===== config.mk =====
export PLATFORM = sky130hd
export DESIGN_NAME = xmode_tracker
export DESIGN_NICKNAME = d
export VERILOG_FILES = /design/src/rtl/xmode_pkg.sv /design/src/rtl/xmode_size_dec.sv /design/src/rtl/xmode_exit_seq.sv /design/src/rtl/xmode_tracker.sv
export SDC_FILE = /design/constraint.sdc
export NUM_CORES = 1
export LEC_CHECK = 0
export ABC_AREA = 1
export ABC_CLOCK_PERIOD_IN_PS = 1050
export BUFFER_PORTS_ARGS = -buffer_cell sky130_fd_sc_hd__buf_4
export CORE_MARGIN = 4
export CORE_UTILIZATION = 35
export CTS_CLUSTER_DIAMETER = 40
export DETAILED_ROUTE_END_ITERATION = 8
export HOLD_SLACK_MARGIN = 0.1
export SETUP_SLACK_MARGIN = 0.02
export SYNTH_ARGS = -nofsm -noshare
export SYNTH_HDL_FRONTEND = slang
export SYNTH_SLANG_ARGS = --single-unit

===== constraint.sdc =====
create_clock -name clk -period 1.05 [get_ports clk]
set_input_delay 0.315 -clock clk [delete_from_list [all_inputs] [get_ports clk]]
set_output_delay 0.315 -clock clk [all_outputs]
set_load 0.01 [all_outputs]

===== src/rtl/xmode_pkg.sv =====
package xmode_pkg;

    typedef enum logic [1:0] {
        MODE_LEGACY = 2'd0,
        MODE_COMPAT = 2'd1,
        MODE_LONG64 = 2'd2,
        MODE_RSVD   = 2'd3
    } xmode_e;

    localparam logic [1:0] SZ_16 = 2'd0;
    localparam logic [1:0] SZ_32 = 2'd1;
    localparam logic [1:0] SZ_64 = 2'd2;

    typedef enum logic [1:0] {
        EXIT_IDLE    = 2'd0,
        EXIT_PG_OFF  = 2'd1,
        EXIT_BASE    = 2'd2,
        EXIT_LME_OFF = 2'd3
    } exit_st_e;

    typedef struct packed {
        logic pg;
        logic lme;
        logic lma;
        logic cs_l;
        logic cs_d;
        logic xvalid;
        logic trip;
    } ctl_t;

    function automatic xmode_e mode_of(input logic act, input logic seg_l, input logic seg_d);
        if (!act)               return MODE_LEGACY;
        else if (!seg_l)        return MODE_COMPAT;
        else if (!seg_d)        return MODE_LONG64;
        else                    return MODE_RSVD;
    endfunction

endpackage


===== src/rtl/xmode_size_dec.sv =====
module xmode_size_dec
    import xmode_pkg::*;
(
    input  xmode_e     mode_i,
    input  logic       seg_d_i,
    input  logic       osz_i,
    input  logic       wide_i,
    input  logic       asz_i,
    output logic [1:0] op_o,
    output logic [1:0] ad_o
);
    logic [1:0] base_sz;
    logic [1:0] alt_sz;

    always_comb begin
        base_sz = seg_d_i ? SZ_32 : SZ_16;
        alt_sz  = seg_d_i ? SZ_16 : SZ_32;
        unique case (mode_i)
            MODE_LONG64: begin
                op_o = wide_i ? SZ_64 : (osz_i ? SZ_16 : SZ_32);
                ad_o = asz_i ? SZ_32 : SZ_64;
            end
            MODE_RSVD: begin
                op_o = SZ_32;
                ad_o = SZ_32;
            end
            default: begin
                op_o = osz_i ? alt_sz : base_sz;
                ad_o = asz_i ? alt_sz : base_sz;
            end
        endcase
    end
endmodule


===== src/rtl/xmode_exit_seq.sv =====
module xmode_exit_seq
    import xmode_pkg::*;
(
    input  logic clk,
    input  logic rst,
    input  logic pg_wr_i,
    input  logic pg_val_i,
    input  logic lme_wr_i,
    input  logic lme_val_i,
    input  logic base_wr_i,
    input  logic pg_q_i,
    input  logic lma_q_i,
    input  logic seg_l_q_i,
    output logic err_o
);
    typedef struct packed {
        exit_st_e st;
        logic     err;
    } seq_t;

    seq_t seq_d, seq_q;

    always_comb begin
        seq_d     = seq_q;
        seq_d.err = lme_wr_i && pg_q_i;
        unique case (seq_q.st)
            EXIT_IDLE: begin
                if (pg_wr_i && !pg_val_i && lma_q_i) begin
                    if (seg_l_q_i) seq_d.err = 1'b1;
                    else           seq_d.st  = EXIT_PG_OFF;
                end
            end
            EXIT_PG_OFF: begin
                if (pg_wr_i || lme_wr_i) begin
                    seq_d.err = 1'b1;
                    seq_d.st  = EXIT_IDLE;
                end else if (base_wr_i) begin
                    seq_d.st = EXIT_BASE;
                end
            end
            EXIT_BASE: begin
                if (pg_wr_i || (lme_wr_i && lme_val_i)) begin
                    seq_d.err = 1'b1;
                    seq_d.st  = EXIT_IDLE;
                end else if (lme_wr_i) begin
                    seq_d.st = EXIT_LME_OFF;
                end
            end
            EXIT_LME_OFF: begin
                if (lme_wr_i || (pg_wr_i && !pg_val_i)) begin
                    seq_d.err = 1'b1;
                    seq_d.st  = EXIT_IDLE;
                end else if (pg_wr_i) begin
                    seq_d.st = EXIT_IDLE;
                end
            end
            default: seq_d.st = EXIT_IDLE;
        endcase
    end

    always_ff @(posedge clk) begin
        if (rst) seq_q <= '{st: EXIT_IDLE, err: 1'b0};
        else     seq_q <= seq_d;
    end

    assign err_o = seq_q.err;
endmodule


===== src/rtl/xmode_tracker.sv =====
module xmode_tracker
    import xmode_pkg::*;
(
    input  logic       clk,
    input  logic       rst,
    input  logic       pg_wr,
    input  logic       pg_val,
    input  logic       lme_wr,
    input  logic       lme_val,
    input  logic       cs_wr,
    input  logic       cs_long,
    input  logic       cs_dflt,
    input  logic       pgbase_wr,
    input  logic       osz_pfx,
    input  logic       wide_pfx,
    input  logic       asz_pfx,
    output logic       lma,
    output logic [1:0] mode,
    output logic [1:0] op_size,
    output logic [1:0] addr_size,
    output logic       rsv_fault,
    output logic       seq_err,
    output logic       xregs_valid
);
    localparam ctl_t CTL_RST = '{pg: 1'b0, lme: 1'b0, lma: 1'b0, cs_l: 1'b0,
                                 cs_d: 1'b0, xvalid: 1'b1, trip: 1'b0};

    ctl_t   ctl_d, ctl_q;
    xmode_e mode_cur, mode_nxt;
    logic   pg_en_q, lme_en_q;

    always_comb begin
        ctl_d = ctl_q;
        if (cs_wr) begin
            ctl_d.cs_l = cs_long;
            ctl_d.cs_d = cs_dflt;
        end
        if (lme_wr && !ctl_q.pg) ctl_d.lme = lme_val;
        if (pg_wr) begin
            ctl_d.pg  = pg_val;
            ctl_d.lma = pg_val && ctl_q.lme;
        end
        mode_cur = mode_of(ctl_q.lma, ctl_q.cs_l, ctl_q.cs_d);
        mode_nxt = mode_of(ctl_d.lma, ctl_d.cs_l, ctl_d.cs_d);
        if (mode_nxt != mode_cur) begin
            if (mode_cur == MODE_LONG64 && mode_nxt == MODE_COMPAT) begin
                ctl_d.trip = 1'b1;
            end else if (mode_cur == MODE_COMPAT && mode_nxt == MODE_LONG64 && ctl_q.trip) begin
                ctl_d.trip = 1'b0;
            end else if (mode_cur == MODE_LEGACY) begin
                ctl_d.trip = 1'b0;
            end else begin
                ctl_d.trip   = 1'b0;
                ctl_d.xvalid = 1'b0;
            end
        end
    end

    always_ff @(posedge clk) begin
        if (rst) ctl_q <= CTL_RST;
        else     ctl_q <= ctl_d;
    end

    xmode_size_dec u_size (
        .mode_i  (mode_cur),
        .seg_d_i (ctl_q.cs_d),
        .osz_i   (osz_pfx),
        .wide_i  (wide_pfx),
        .asz_i   (asz_pfx),
        .op_o    (op_size),
        .ad_o    (addr_size)
    );

    xmode_exit_seq u_exit (
        .clk       (clk),
        .rst       (rst),
        .pg_wr_i   (pg_wr),
        .pg_val_i  (pg_val),
        .lme_wr_i  (lme_wr),
        .lme_val_i (lme_val),
        .base_wr_i (pgbase_wr),
        .pg_q_i    (ctl_q.pg),
        .lma_q_i   (ctl_q.lma),
        .seg_l_q_i (ctl_q.cs_l),
        .err_o     (seq_err)
    );

    assign pg_en_q     = ctl_q.pg;
    assign lme_en_q    = ctl_q.lme;
    assign lma         = ctl_q.lma;
    assign mode        = mode_cur;
    assign rsv_fault   = (mode_cur == MODE_RSVD);
    assign xregs_valid = ctl_q.xvalid;
endmodule


==> results.txt <==
----------------------------------------------------
[STA]
  Setup TNS ... -2597 ps
  Fin. Hold Viols ... 0
  Setup repair after global routing missed its margin ... true
  Post-route minimum period ... 1400 ps
  Worst clock skew on the final layout ... 2.931 ps
  Number of failing setup endpoints in the final timing report ... 12
  Number of pins exceeding their max-slew limit in the final report ... 0
  Final critical-path share of the clock period ... 1.333
  Hold WS ... between 200 and 300 ps
  Worst setup slack after layout ... -349.8 ps
  Measured slew at the worst slew-check pin ... 241.0 ps
  Slew Limit Headroom ... 0.8390
  Maximum clock frequency ... 714.4 MHz

[Floorplan]
  Die area ... 2528 um^2
  Std-Cell Core Area ... 1708 um^2
  Chip Height ... 50.28 um
  Starting Density ... 0.3663
  Standard-cell row count ... 15
  Die X-Extent ... 50.28 um
  I/O pin count ... 23

[Finish]
  Number of fill cells in the layout ... 161
  Area Overhead vs Synth ... 74.00%
  FF+latch area ... 214.0 um^2
  Ant. Diodes ... 0
  Nets@finish ... 156
  Fraction of final layout cells with drive strength greater than 1 ... 0.5070
  Final Cell Area ... 1089 um^2
  Footprint of the multi-input gates ... approximately 460 um^2

[Critical path]
  Cell type of the slowest stage on the worst timing path ... sky130_fd_sc_hd__dfxtp_4
  Delay of the slowest cell on the worst path ... 380 ps
  Worst path buffer plus inverter count ... 1
  Highest net fanout along the worst path ... 7
  Cells along the critical path ... nand2_8, o311ai_4, buf_4
  Category of the most critical setup path ... reg2out
  Flop-to-flop setup slack ... -130 ps
  Critical path required time ... ~730 ps
  Top delay family on crit path ... flip-flops
  Critical path arrival ... 1080 ps
  Startpoint kind of the worst setup timing path ... register
  Setup crit end kind ... output port

[Pwr]
  Total power divided by cell area ... 863.3 nW/um^2
  VDD IR-drop max ... around 500 uV
  Total power ... 0.9398 mW
  Cell leakage power ... roughly 0.53 nW

[GRT]
  All-layer global routing usage ... 0.1506
  Pin count of the biggest net entering global routing ... 10
  Via count of the first global-routing pass ... 794
  Initial antenna violation count ... 0
  Global-route wire length before repair ... between 2000 and 3000 um
  GRT overflow ... 0

[Synthesis]
  Register bit total from synthesis ... 10
  Flip-flop cell with the highest count after synthesis ... sky130_fd_sc_hd__dfxtp_1
  Number of synthesized flops with an enable pin ... 0
  Post-synth top cells ... sky130_fd_sc_hd__nand2_1 (34), sky130_fd_sc_hd__inv_1 (13), sky130_fd_sc_hd__nand3_1 (11)
  Top-count cell post-synth ... sky130_fd_sc_hd__nand2_1
  Mean cell area of the mapped netlist ... 6.074 um^2
  Warnings, synthesis ... 0
  Library cell with the largest summed area after synthesis ... sky130_fd_sc_hd__dfxtp_1
  Cell types occupying the most area after synthesis ... sky130_fd_sc_hd__dfxtp_1 (32%), sky130_fd_sc_hd__nand2_1 (20%), sky130_fd_sc_hd__nand3_1 (8.8%)
  Async S/R FF share, synth ... 0
  Sequential cell area fraction in the yosys report ... 0.3200
  Synthesized instance count ... just over 100
  Area share of the largest cell type after synthesis ... 0.3200
  Synth Cell Area ... between 600 and 700 um^2
  Post-synth net total ... 116
  Number of distinct standard cells referenced by the synthesized netlist ... 20

[CTS]
  Buffer type at the clock tree root ... sky130_fd_sc_hd__clkbuf_4
  TritonCTS clock tree ... done
  Number of hold-repair buffers added at the cts stage ... 0
  Inserted Clock Buffers ... 3
  Number of levels in the clock H-tree ... 1
  Bufs on Longest Clock Path ... 2
  Clock transition at the register clock pins on the worst setup and hold paths after CTS ... 70 ps
  Number of sinks handled by clock tree synthesis ... 10
  Source-to-sink clock delay at the later pin of the worst-skew pair ... 260 ps

[Placement]
  Area of placed instances ... around 900 um^2
  Placement Setup Slack ... -183.2 ps
  Input/output buffers ... 22
  Post-detail-place hpwl ... 1259 um
  Final weighted congestion of routability-driven global placement ... ~0.7

[Drt]
  Number of vias after detailed routing ... slightly below 800
  Number of nets with antenna violations after routing ... 0
  Detailed router's first-iteration violation count ... 2
  Detail-routed net length per standard cell ... 9.653 um
  Total DRC errors in the routed layout ... 0
  Detailed-router iteration count before antenna repair ... 4
  Total routed wirelength ... 1612 um
  Average vias per placed instance ... roughly 4.6

[Run status]
  Result of the run ... finished, violations left
  Violations in the final reports ... setup timing

[Flow run]
  Number of max-cap violations ... 0

[Hold path]
  Kind of path behind the tightest hold check ... in2reg

----------------------------------------------------
## area by class of cell
cell class              count  area share
multi-input cells          76      0.4218
inverters                  16     0.05747
well taps                  25     0.02874
flip-flops and latches     10      0.1966
clock buffers               4     0.03333
repair buffers             36      0.2621
## sequential cells by signal (all words and copies together), names as in the netlist
register      flops
pg_en_q           1
u_exit.seq_q      2
u_exit.err_o      1
lma               1
ctl_q             3
lme_en_q          1
xregs_valid       1
## per-layer routing
layer  track usage  vias up  routed length [um]
met3       0.02967        2                  80
met1        0.1416      349                 665
li1              -      410                   -
met2        0.3022       12                 853
met4       0.06912        0                  13
met5             0        -                   0
## stage by stage
step,std cells,util
2_1_floorplan,103,-
3_3_place_gp,159,0.5429
3_5_place_dp,159,0.5429
4_1_cts,167,0.6205
5_1_grt,167,0.6374
6_report,167,0.6374
## kinds of logic after synthesis
logic type / after synthesis / synth area share
and+or+nand+nor: 62 / 0.4420
buffers and inverters: 17 / 0.1020
AOI/OAI and AO/OA: 14 / 0.1360
DFF: 10 / 0.3200
## layout by cell type (no fill, tap or decap)
cell type	count
sky130_fd_sc_hd__a211oi_1	1
sky130_fd_sc_hd__a21boi_1	1
sky130_fd_sc_hd__a21oi_1	7
sky130_fd_sc_hd__buf_4	32
sky130_fd_sc_hd__buf_6	4
sky130_fd_sc_hd__clkbuf_4	3
sky130_fd_sc_hd__clkbuf_8	1
sky130_fd_sc_hd__dfxtp_1	5
sky130_fd_sc_hd__dfxtp_2	2
sky130_fd_sc_hd__dfxtp_4	3
sky130_fd_sc_hd__inv_1	10
sky130_fd_sc_hd__inv_2	5
sky130_fd_sc_hd__inv_4	1
sky130_fd_sc_hd__nand2_1	28
sky130_fd_sc_hd__nand2_2	6
sky130_fd_sc_hd__nand2_4	3
sky130_fd_sc_hd__nand2_8	1
sky130_fd_sc_hd__nand3_1	8
sky130_fd_sc_hd__nand3_2	3
sky130_fd_sc_hd__nand4_1	2
sky130_fd_sc_hd__nor2_1	5
sky130_fd_sc_hd__nor2_2	3
sky130_fd_sc_hd__nor2_4	3
sky130_fd_sc_hd__o211ai_1	1
sky130_fd_sc_hd__o21a_1	1
sky130_fd_sc_hd__o21ai_0	1
sky130_fd_sc_hd__o22ai_2	1
sky130_fd_sc_hd__o311ai_4	1
## timing repair
| item | in CTS | in global routing |
|---|---|---|
| pin swaps | 6 | 2 |
| gates resized for setup | 19 | 9 |
| setup endpoints to repair | 12 | 14 |
| endpoints found under the hold margin | 0 | 0 |
| setup buffers | 4 | 0 |
## worst paths after layout
path / start / endpoint / cells after the start
worst max-delay path: ctl_q[3] / op_size[0] / 3
worst min-delay path: rst / ctl_q[2] / 2
worst max register to register: ctl_q[3] / xregs_valid / 10
worst min register to register: xregs_valid / xregs_valid / 2
## power breakdown
part           internal [mW]  switching (mW)  total [mW]
registers              0.388          0.0151       0.403
logic                 0.0994          0.0973       0.197
clock network          0.210           0.130       0.340
Note: power is estimated with default switching activity, not from simulation.
